File: config.mk
export PLATFORM = sky130hd
export DESIGN_NAME = fdc_mode_lock_regs
export DESIGN_NICKNAME = d
export VERILOG_FILES = /design/src/rtl/fdc_mode_pkg.sv /design/src/rtl/fdc_perp_regs.sv /design/src/rtl/fdc_cfg_lock.sv /design/src/rtl/fdc_drive_mode.sv /design/src/rtl/fdc_mode_lock_regs.sv
export SDC_FILE = /design/constraint.sdc
export NUM_CORES = 1
export LEC_CHECK = 0
export BUFFER_PORTS_ARGS = -buffer_cell sky130_fd_sc_hd__buf_2
export CORE_MARGIN = 2
export CORE_UTILIZATION = 45
export CTS_CLUSTER_SIZE = 25
export DETAILED_ROUTE_END_ITERATION = 6
export PLACE_DENSITY_LB_ADDON = 0.12
export SETUP_SLACK_MARGIN = 0.2
export SLEW_MARGIN = 20
export SYNTH_ARGS = -nofsm -noshare
export SYNTH_HDL_FRONTEND = slang
export SYNTH_SLANG_ARGS = --single-unit
File: constraint.sdc
create_clock -name clk -period 4.2 [get_ports clk]
set_input_delay 0.63 -clock clk [delete_from_list [all_inputs] [get_ports clk]]
set_output_delay 0.63 -clock clk [all_outputs]
set_load 0.02 [all_outputs]
File: src/rtl/fdc_mode_pkg.sv
package fdc_mode_pkg;
  typedef enum logic [1:0] {
    MD_CONV = 2'd0,
    MD_P500 = 2'd1,
    MD_P1M  = 2'd2
  } rec_mode_e;

  localparam logic [7:0] GAP2_STD  = 8'd22;
  localparam logic [7:0] GAP2_WIDE = 8'd41;
  localparam logic [7:0] REWR_P500 = 8'd19;
  localparam logic [7:0] REWR_P1M  = 8'd38;

  // Global bits dominate; the drive bit only counts when both are clear.
  function automatic rec_mode_e drive_mode(input logic gap, input logic wgate,
                                           input logic dbit);
    if (wgate)    return gap ? MD_P1M : MD_P500;
    else if (gap) return MD_CONV;
    else          return dbit ? MD_P500 : MD_CONV;
  endfunction

  function automatic logic [7:0] gap2_of(input rec_mode_e m);
    return (m == MD_P1M) ? GAP2_WIDE : GAP2_STD;
  endfunction

  function automatic logic [7:0] rewr_of(input rec_mode_e m);
    case (m)
      MD_P500: return REWR_P500;
      MD_P1M:  return REWR_P1M;
      default: return 8'd0;
    endcase
  endfunction
endpackage

File: src/rtl/fdc_perp_regs.sv
module fdc_perp_regs #(
  parameter int NUM_DRIVES = 4
) (
  input  logic                  clk,
  input  logic                  rst,
  input  logic                  soft_rst,
  input  logic                  wr,
  input  logic                  ow,
  input  logic [NUM_DRIVES-1:0] d_in,
  input  logic                  gap_in,
  input  logic                  wgate_in,
  output logic                  gap,
  output logic                  wgate,
  output logic [NUM_DRIVES-1:0] dbits
);
  always_ff @(posedge clk) begin
    if (rst) begin
      gap   <= 1'b0;
      wgate <= 1'b0;
      dbits <= '0;
    end else if (soft_rst) begin
      gap   <= 1'b0;
      wgate <= 1'b0;
    end else if (wr) begin
      gap   <= gap_in;
      wgate <= wgate_in;
      if (ow) dbits <= d_in;
    end
  end

  AST_SOFT_CLR_GLOBAL: assert property (@(posedge clk) disable iff (rst)
    soft_rst |=> (!gap && !wgate));
  AST_SOFT_KEEP_DRV: assert property (@(posedge clk) disable iff (rst)
    soft_rst |=> $stable(dbits));
  AST_NO_OW_KEEP: assert property (@(posedge clk) disable iff (rst)
    (wr && !ow) |=> $stable(dbits));
  AST_SOFT_WINS: assert property (@(posedge clk) disable iff (rst)
    (soft_rst && wr && ow) |=> $stable(dbits));
endmodule

File: src/rtl/fdc_cfg_lock.sv
module fdc_cfg_lock #(
  parameter int THR_W = 4,
  parameter int TRK_W = 8,
  parameter logic [THR_W-1:0] DEF_THR = '0,
  parameter logic [TRK_W-1:0] DEF_TRK = '0
) (
  input  logic             clk,
  input  logic             rst,
  input  logic             soft_rst,
  input  logic             cfg_wr,
  input  logic             cfg_fifo_en,
  input  logic [THR_W-1:0] cfg_fifo_thr,
  input  logic [TRK_W-1:0] cfg_pretrk,
  input  logic             lock_wr,
  input  logic             lock_val,
  output logic             lock_q,
  output logic             fifo_en,
  output logic [THR_W-1:0] fifo_thr,
  output logic [TRK_W-1:0] pretrk,
  output logic             stat_vld,
  output logic [7:0]       stat_byte
);
  localparam int LOCK_STAT_BIT = 4;

  always_ff @(posedge clk) begin
    if (rst) begin
      lock_q    <= 1'b0;
      stat_vld  <= 1'b0;
      stat_byte <= 8'h00;
    end else begin
      stat_vld <= lock_wr;
      if (lock_wr) begin
        lock_q    <= lock_val;
        stat_byte <= 8'(lock_val) << LOCK_STAT_BIT;
      end
    end
  end

  always_ff @(posedge clk) begin
    if (rst) begin
      fifo_en  <= 1'b0;
      fifo_thr <= DEF_THR;
      pretrk   <= DEF_TRK;
    end else if (soft_rst) begin
      if (!lock_q) begin
        fifo_en  <= 1'b0;
        fifo_thr <= DEF_THR;
        pretrk   <= DEF_TRK;
      end
    end else if (cfg_wr) begin
      fifo_en  <= cfg_fifo_en;
      fifo_thr <= cfg_fifo_thr;
      pretrk   <= cfg_pretrk;
    end
  end

  AST_LOCK_SHIELD: assert property (@(posedge clk) disable iff (rst)
    (soft_rst && lock_q) |=> $stable({fifo_en, fifo_thr, pretrk}));
  AST_UNLOCK_DEFAULT: assert property (@(posedge clk) disable iff (rst)
    (soft_rst && !lock_q) |=> (!fifo_en && fifo_thr == DEF_THR && pretrk == DEF_TRK));
  AST_STAT_ECHO: assert property (@(posedge clk) disable iff (rst)
    lock_wr |=> (stat_vld && stat_byte[LOCK_STAT_BIT] == lock_q &&
                 $countones(stat_byte) <= 1));
endmodule

File: src/rtl/fdc_drive_mode.sv
module fdc_drive_mode
  import fdc_mode_pkg::*;
#(
  parameter int NUM_DRIVES = 4,
  parameter int SEL_W = 2
) (
  input  logic                  clk,
  input  logic                  rst,
  input  logic                  gap,
  input  logic                  wgate,
  input  logic [NUM_DRIVES-1:0] dbits,
  input  logic [SEL_W-1:0]      drv_sel,
  output logic [NUM_DRIVES-1:0] drv_perp,
  output logic [7:0]            gap2_len,
  output logic [7:0]            gap2_rewr,
  output logic                  precomp_en
);
  rec_mode_e                 mode_w [NUM_DRIVES];
  logic [NUM_DRIVES-1:0]     perp_w;
  rec_mode_e                 sel_mode;

  for (genvar d = 0; d < NUM_DRIVES; d++) begin : g_drv
    assign mode_w[d] = drive_mode(gap, wgate, dbits[d]);
    assign perp_w[d] = (mode_w[d] != MD_CONV);
  end

  assign sel_mode = mode_w[drv_sel];

  always_ff @(posedge clk) begin
    if (rst) begin
      drv_perp   <= '0;
      gap2_len   <= GAP2_STD;
      gap2_rewr  <= 8'd0;
      precomp_en <= 1'b1;
    end else begin
      drv_perp   <= perp_w;
      gap2_len   <= gap2_of(sel_mode);
      gap2_rewr  <= rewr_of(sel_mode);
      precomp_en <= (sel_mode == MD_CONV);
    end
  end

  AST_GLOBAL_OVERRIDE: assert property (@(posedge clk) disable iff (rst)
    (gap || wgate) |=> (drv_perp == '0 || drv_perp == '1));
  AST_PRECOMP_CONV: assert property (@(posedge clk) disable iff (rst)
    precomp_en |-> (gap2_rewr == 8'd0 && gap2_len == GAP2_STD));
  AST_WIDE_GAP: assert property (@(posedge clk) disable iff (rst)
    (gap2_len == GAP2_WIDE) |-> (gap2_rewr == REWR_P1M && !precomp_en));
endmodule

File: src/rtl/fdc_mode_lock_regs.sv
module fdc_mode_lock_regs #(
  parameter  int NUM_DRIVES = 4,
  parameter  int THR_W = 4,
  parameter  int TRK_W = 8,
  localparam int SEL_W = (NUM_DRIVES > 1) ? $clog2(NUM_DRIVES) : 1
) (
  input  logic                  clk,
  input  logic                  rst,
  input  logic                  soft_rst,
  input  logic                  perp_wr,
  input  logic                  perp_ow,
  input  logic [NUM_DRIVES-1:0] perp_dbits,
  input  logic                  perp_gap,
  input  logic                  perp_wgate,
  input  logic                  cfg_wr,
  input  logic                  cfg_fifo_en,
  input  logic [THR_W-1:0]      cfg_fifo_thr,
  input  logic [TRK_W-1:0]      cfg_pretrk,
  input  logic                  lock_wr,
  input  logic                  lock_val,
  input  logic [SEL_W-1:0]      drv_sel,
  output logic [NUM_DRIVES-1:0] drv_perp,
  output logic [7:0]            gap2_len,
  output logic [7:0]            gap2_rewr,
  output logic                  precomp_en,
  output logic                  fifo_en,
  output logic [THR_W-1:0]      fifo_thr,
  output logic [TRK_W-1:0]      pretrk,
  output logic                  stat_vld,
  output logic [7:0]            stat_byte,
  output logic [7:0]            dump_byte
);
  localparam int DUMP_LOCK = 7;
  localparam int DUMP_DRV  = 2;

  logic                  gap_q, wgate_q, lock_q;
  logic [NUM_DRIVES-1:0] dbits_q;
  logic [7:0]            dump_w;

  fdc_perp_regs #(.NUM_DRIVES(NUM_DRIVES)) u_perp (
    .clk(clk), .rst(rst), .soft_rst(soft_rst), .wr(perp_wr), .ow(perp_ow),
    .d_in(perp_dbits), .gap_in(perp_gap), .wgate_in(perp_wgate),
    .gap(gap_q), .wgate(wgate_q), .dbits(dbits_q)
  );

  fdc_cfg_lock #(.THR_W(THR_W), .TRK_W(TRK_W)) u_cfg (
    .clk(clk), .rst(rst), .soft_rst(soft_rst), .cfg_wr(cfg_wr),
    .cfg_fifo_en(cfg_fifo_en), .cfg_fifo_thr(cfg_fifo_thr), .cfg_pretrk(cfg_pretrk),
    .lock_wr(lock_wr), .lock_val(lock_val), .lock_q(lock_q),
    .fifo_en(fifo_en), .fifo_thr(fifo_thr), .pretrk(pretrk),
    .stat_vld(stat_vld), .stat_byte(stat_byte)
  );

  fdc_drive_mode #(.NUM_DRIVES(NUM_DRIVES), .SEL_W(SEL_W)) u_drv (
    .clk(clk), .rst(rst), .gap(gap_q), .wgate(wgate_q), .dbits(dbits_q),
    .drv_sel(drv_sel), .drv_perp(drv_perp), .gap2_len(gap2_len),
    .gap2_rewr(gap2_rewr), .precomp_en(precomp_en)
  );

  always_comb begin
    dump_w                         = 8'h00;
    dump_w[DUMP_LOCK]              = lock_q;
    dump_w[DUMP_DRV +: NUM_DRIVES] = dbits_q;
    dump_w[1]                      = gap_q;
    dump_w[0]                      = wgate_q;
  end

  always_ff @(posedge clk) begin
    if (rst) dump_byte <= 8'h00;
    else     dump_byte <= dump_w;
  end

  AST_HW_CLEAR: assert property (@(posedge clk)
    rst |=> (!lock_q && dbits_q == '0 && !gap_q && !wgate_q && !fifo_en &&
             fifo_thr == '0 && pretrk == '0));
  AST_DUMP_SPARE: assert property (@(posedge clk) disable iff (rst)
    !dump_byte[6]);
endmodule

==> results.md, run 1 <==
* Final Cell Area at 1760 sq um
* Initial antenna violation count at 0
* Initial Util at 0.478
* Crit-path slowest cell: or3_1
* Critical Path Start Type: primary input
* Met3 track demand over resource at 0.0546
* Ys Warns at 0
* Drc violations at 0
* PortBufs at 66
* GRT met2 Usage at 0.277
* Most used routing layer in global routing: met2
* Post-CTS Setup Inserts at 0
* GP Congestion at 0.642
* Crit-path leading delay family: simple AND/OR/NAND/NOR gates
* Mapped Avg Cell Area at 9.32 sq um
* Reg2Reg Depth at 4
* Share of cells above drive strength 1 at 0.346
* Crit path time final at 1.65 ns
* Worst path max stage delay at 0.41 ns
* Final Skew at 0.00518 ns
* Final setup fails at 0
* Final HPWL DP at 2.10 mm
* Routed Antenna Nets at 0
* Outcome: complete, no violations
* Ports at 80
* Pwr dens at 360 nW/um^2
* Die ar. at 3750 sq um
* Num CTS Buffers at 5
* Crit. Startpoint: drv_sel[1]
* Share of the synthesized area in the top cell type at 0.503
* Max Clk Rate at 0.605 GHz
* Cell variety after synth at 22
* R2R setup slack at 2.56 ns
* Drt pass-1 iters at 3
* Vias at 1,155
* Layout Nets at 247
* Setup TNS at 0 ns
* Diodes inserted at 0
* Crit. path cell count at 6
* Core ar. at 3080 sq um
* Worst skew pair latency at 0.33 ns
* Crit. End Element: register
* Max-Cap Viols at 0
* Width of the die at 61.2 microns
* Arrival @ worst endpoint at 1.88 ns
* Via density at 4.48
* Hold Fails Final Rpt at 0
* Slew Viols, Final at 0
* Initial DRC Count at 58
* Reg2reg end: u_drv.precomp_en$_SDFF_PP1_
* Clk slew on worst S/H paths at 0.09 ns
* CP cell instances: buf_2 -> mux2_1 -> nor3b_1 -> or3_1 -> ha_1 -> or2_2
* WS Path Type: primary input to register
* Met1 GRT Util at 0.172
* Vias in the first global route at 1,000
* H-tree levels at 2
* Hold WC Path Type: register to register
* Sequential area share after synthesis at 0.503
* DP Area at 1710 sq um
* Worst-Margin Slew at 0.841 ns
* Reg-to-Reg Start: u_perp.wgate$_SDFFE_PP0P_
* Largest net degree at the start of global routing at 38
* CTS Buffer Depth at 2
* Required time of the critical path at 4.42 ns
* Max-Slew Margin vs Limit at 0.438
* Crit share post-route at 0.394
* Number of synthesized register bits at 37
* Area Overhead vs Synth at 19.5%
* Tot GR Track Use at 0.161
* GRT overflow at 0
* Number of placement rows at 20
* First-pass GRT wire length at 4.26 mm
* VDD IR-drop max at 0.201 mV
* FILL cells at 299
* Post-Syn Instances at 158
* CTS resizes at 0
* Wire length per cell at 11.1 microns
* Cell area after synthesis at 1470 sq um
* Register area at 741 sq um
* CTS tree: yes
* P_leak at 0.879 nW
* # hold bufs at CTS at 0
* CP Capture Point: u_drv.precomp_en$_SDFF_PP1_
* Crit path buffers/inverters at 1
* RSZ-0062 raised after global routing: no
* Ranking of synthesized cells by area: dfxtp_1 50%, buf_4 11%, a21oi_1 5.8%
* CP Max Fanout at 3
* Post-synth top area cell: dfxtp_1
* Sink Count at 37
* Multi-input logic area at 572 sq um
* CTS root buffer: clkbuf_4
* Die height at 61.2 microns
* Post-Route WL at 2.86 mm
Yosys cell counts (all sizes together):
master   instances
nor3             3
conb             1
inv              2
nor3b            1
nand3           13
a21oi           17
dfxtp           37
buf             29
mux2             1
nand2           13
and2             1
or3              1
nand3b           1
nor2b           11
nor2            11
nand2b           3
or2              1
ha               4
mux2i            7
a2111oi          1
cell usage in the layout (no fill, tap or decap), drive strengths merged, types with 2 or more instances in the layout:
master,instances
a21oi,17
nand3,13
nor3,3
buf,66
nand2b,3
nand2,13
clkbuf,7
nor2b,11
nor2,11
dfxtp,37
mux2i,7
inv,2
conb,13
ha,4
metrics by stage:
step	total power (W)	utilization	hold WS (ns)	cells	setup slack, ns
3_5_place_dp	0.000462	0.554	0.457	251	2.19
6_report	0.000634	0.572	0.468	258	2.55
2_1_floorplan	0.000443	-	0.468	170	2.39
5_1_grt	0.000669	0.572	0.487	258	2.47
3_3_place_gp	0.000460	0.554	0.451	251	2.22
4_1_cts	0.000643	0.572	0.471	258	2.55
how the worst min path moves through the flow:
stage,from,end,cells after the start
floorplan,u_cfg.lock_q$_SDFFE_PP0P_,dump_byte[7]$_SDFF_PP0_,1
global placement,u_cfg.pretrk[3]$_SDFFE_PP0P_,u_cfg.pretrk[3]$_SDFFE_PP0P_,2
detailed placement,u_cfg.pretrk[1]$_SDFFE_PP0P_,u_cfg.pretrk[1]$_SDFFE_PP0P_,2
CTS,u_cfg.pretrk[1]$_SDFFE_PP0P_,u_cfg.pretrk[1]$_SDFFE_PP0P_,2
global route,u_cfg.pretrk[1]$_SDFFE_PP0P_,u_cfg.pretrk[1]$_SDFFE_PP0P_,2
finish,u_cfg.pretrk[1]$_SDFFE_PP0P_,u_cfg.pretrk[1]$_SDFFE_PP0P_,2
area by class of cell:
| class | instances | share of cell area |
|---|---|---|
| clock buffer | 7 | 0.0313 |
| tap | 44 | 0.0313 |
| multi-input combinational | 102 | 0.325 |
| inverter | 2 | 0.00426 |
| timing repair buffer | 66 | 0.188 |
| sequential | 37 | 0.421 |
registers in the layout, indices dropped and copies added, names as in the netlist:
register / count
u_cfg.pretrk: 8
dump_byte: 7
u_cfg.fifo_thr: 4
u_drv.drv_perp: 4
u_perp.dbits: 4
u_drv.gap2_len: 2
u_drv.gap2_rewr: 2
u_cfg.fifo_en: 1
u_cfg.lock_q: 1
u_cfg.stat_vld: 1
u_drv.precomp_en: 1
u_perp.gap: 1
u_perp.wgate: 1
logic make-up (layout without fill, tap and decap cells):
group                      count (synthesis)  count (layout)  synth area share
muxes                                      8               8            0.0552
AOI/OAI and AO/OA                         18              18            0.0680
other                                      1              13           0.00255
buffers and inverters                     31              75             0.139
adders and majority gates                  4               4            0.0340
and+or+nand+nor                           59              59             0.198
DFF                                       37              37             0.503
metal layers:
layer	up-vias	wire, microns
met3	5	200
met5	-	0
met1	520	1170
met2	38	1440
met4	0	41
li1	592	-
report_power, final:
part	switching [W]	internal, W	leakage (nW)
registers	0.00000624	0.000363	0.302
logic	0.0000544	0.0000295	0.546
clock network	0.000102	0.0000790	0.0314
total	0.000162	0.000472	0.879
worst min-delay path: stages, from the launching register on:
cell and delay, ns:
dfxtp_1 0.32, nand3_1 0.06, a21oi_1 0.06
(Power assumes the default switching activity.)
==> run 2: changes to the inputs <==
--- a/config.mk
+++ b/config.mk
@@ -7,7 +7,7 @@
 export LEC_CHECK = 0
 export BUFFER_PORTS_ARGS = -buffer_cell sky130_fd_sc_hd__buf_2
 export CORE_MARGIN = 2
-export CORE_UTILIZATION = 45
+export CORE_UTILIZATION = 39
 export CTS_CLUSTER_SIZE = 25
 export DETAILED_ROUTE_END_ITERATION = 6
 export PLACE_DENSITY_LB_ADDON = 0.12
==> constraint.sdc (replaced) <==
create_clock -name clk -period 1.42 [get_ports clk]
set_input_delay 0.213 -clock clk [delete_from_list [all_inputs] [get_ports clk]]
set_output_delay 0.213 -clock clk [all_outputs]
set_load 0.02 [all_outputs]
==> results.md, run 2 (synthesized netlist as in run 1, its figures left out) <==
* Largest net degree at the start of global routing at 29 (-24%)
* Max-Cap Viols at 0 (unchanged)
* # hold bufs at CTS at 0 (unchanged)
* Crit-path leading delay family: simple AND/OR/NAND/NOR gates
* Initial DRC Count at 46 (-21%)
* Most frequent cells in the layout: 66 x buf_2, 33 x dfxtp_1, 17 x a21oi_1
* Sink Count at 37 (unchanged)
* Width of the die at 65.5 microns (+6.9%)
* Number of placement rows at 22 (+10%)
* Biggest regs: u_cfg.pretrk: 8 flops, dump_byte: 7 flops
* Num CTS Buffers at 5 (unchanged)
* Crit path time final at 1.37 ns
* Place WS at -0.0613 ns (-2.25 ns)
* CTS Buffer Depth at 2 (unchanged)
* Min-delay src: perp_dbits[2]
* CTS tree: yes
* Most common cell after layout, fill and taps aside: buf_2
* Wire length per cell at 10.8 microns (-2.5%)
* Hold endpoint: u_perp.dbits[2]$_SDFFE_PP0P_
* Crit share post-route at 0.963
* Drc violations at 0 (unchanged)
* Ports at 80 (unchanged)
* Core ar. at 3630 sq um (+18%)
* Die ar. at 4280 sq um (+14%)
* Post-route insts no fill at 273 (+5.8%)
* Arrival @ worst endpoint at 1.54 ns (-0.34 ns)
* Tot Pwr at 0.00206 W (+220%)
* Worst path max stage delay at 0.39 ns (-0.02 ns)
* Initial antenna violation count at 0 (unchanged)
* Initial Util at 0.405 (-0.0732)
* Worst skew pair latency at 0.28 ns (-0.05 ns)
* Pwr dens at 1060 nW/um^2 (+190%)
* Diodes inserted at 0 (unchanged)
* Area Overhead vs Synth at 31.5%
* PortBufs at 66 (unchanged)
* Drt pass-1 iters at 4 (+1)
* Reg-to-Reg Start: u_perp.dbits[1]$_SDFFE_PP0P_
* Final setup fails at 0 (unchanged)
* Tot GR Track Use at 0.146 (-0.0149)
* Reg2reg end: u_drv.precomp_en$_SDFF_PP1_
* H-tree levels at 2 (unchanged)
* Share of cells above drive strength 1 at 0.422 (+0.0764)
* Layout Nets at 257 (+4.0%)
* Crit. End Element: register
* Vias in the first global route at 1,098 (+9.8%)
* Critical Path Start Type: register
* WS Path Type: register to register
* Via density at 4.35 (-2.8%)
* GP Congestion at 0.787 (+23%)
* Reg2Reg Depth at 5 (+1)
* R2R setup slack at 0.05 ns (-2.51 ns)
* GRT overflow at 0 (unchanged)
* VDD IR-drop max at 0.518 mV (+160%)
* CP cell instances: mux2_4 -> nor3b_2 -> or3_4 -> ha_4 -> or2_4
* Final worst slack at 0.0523 ns (-2.49 ns)
* CP Max Fanout at 3 (unchanged)
* Required time of the critical path at 1.60 ns (-2.82 ns)
* Die height at 65.5 microns (+6.9%)
* Max Clk Rate at 0.731 GHz
* Slew Viols, Final at 0 (unchanged)
* Crit path buffers/inverters at 0 (-1)
* Routed Antenna Nets at 0 (unchanged)
* Hold WC Path Type: primary input to register
* P_leak at 0.950 nW (+8.1%)
* First-pass GRT wire length at 4.71 mm (+10%)
* RSZ-0062 raised after global routing: yes
* Clk slew on worst S/H paths at 0.07 ns (-0.02 ns)
* Number of flip-flops in the largest register at 8 (unchanged)
* Crit-path slowest cell: or3_4
* Top reg by flops: u_cfg.pretrk
* Vias at 1,188 (+2.9%)
* Post-Route WL at 2.95 mm (+3.2%)
* Worst Hold Depth at 3 (+1)
* Final Skew at 0.00460 ns (-0.000579 ns)
* CTS root buffer: clkbuf_8
* Final HPWL DP at 2.24 mm (+6.4%)
* Outcome: complete, no violations
* Hold Fails Final Rpt at 0 (unchanged)
* Placed insts at 264 (+5.2%)
[run 2: cell types whose count changed in the layout (fill, tap and decap cells not counted), sizes merged]
cell,before,now
buf,66,76
clkbuf,7,8
[run 2: cell type report]
class                           instances  area [sq um]
Fill cell                             381          1700
Sequential cell                        37           746
Multi-Input combinational cell        102           638
Timing Repair Buffer                   76           405
Clock buffer                            8          80.1
Tap cell                               48          60.1
Inverter                                2          7.51
[run 2: power breakdown]
part / switching (W) / internal, W / total [W] / leakage [nW]
combinational: 0.000172 / 0.000112 / 0.000284 / 0.607
clock: 0.000331 / 0.000348 / 0.000680 / 0.0395
sequential: 0.0000166 / 0.00108 / 0.00109 / 0.303
[run 2: layer usage]
layer | vias up | wire length, microns | GRT usage | share of wire
met3 | 5 | 218 | 0.0582 | 0.074
met4 | 0 | 42 | 0.0547 | 0.014
met5 | - | 0 | 0 | 0
li1 | 609 | - | - | -
met2 | 41 | 1480 | 0.255 | 0.50
met1 | 533 | 1210 | 0.160 | 0.41
[run 2: stage by stage]
step	util	hold slack [ns]	instance area, sq um	TNS, ns
floorplan	-	0.292	1570	0
global placement	0.504	0.449	1830	-0.0761
detailed placement	0.504	0.455	1830	-0.143
CTS	0.532	0.152	1930	0
global route	0.533	0.162	1940	0
finish	0.533	0.159	1940	0
[run 2: what timing repair did]
item                       CTS  global route
setup buffers                1             0
gates resized for setup      4             1
setup endpoints to repair    5            14
hold endpoints to repair     0             0
pin swaps                    3             0
[run 2: how the worst max path moves through the flow]
| stage | from | to | slack (ns) | depth (start not counted) |
|---|---|---|---|---|
| after global placement | drv_sel[1] | u_drv.precomp_en$_SDFF_PP1_ | -0.05 | 6 |
| after CTS | u_perp.dbits[1]$_SDFFE_PP0P_ | u_drv.precomp_en$_SDFF_PP1_ | 0.05 | 5 |
| final | u_perp.dbits[1]$_SDFFE_PP0P_ | u_drv.precomp_en$_SDFF_PP1_ | 0.05 | 5 |
| after detailed placement | drv_sel[1] | u_drv.precomp_en$_SDFF_PP1_ | -0.06 | 6 |
| after floorplan | u_perp.dbits[0]$_SDFFE_PP0P_ | u_drv.precomp_en$_SDFF_PP1_ | 0.02 | 5 |
| after global routing | u_perp.dbits[1]$_SDFFE_PP0P_ | u_drv.gap2_len[4]$_SDFF_PP1_ | 0.01 | 6 |
[run 2: worst reg2reg max path, cell delays in order (launching register included)]
cell     delay, ns
dfxtp_2       0.33
mux2_4        0.14
nor3b_2       0.04
or3_4         0.39
ha_4          0.16
or2_4         0.21
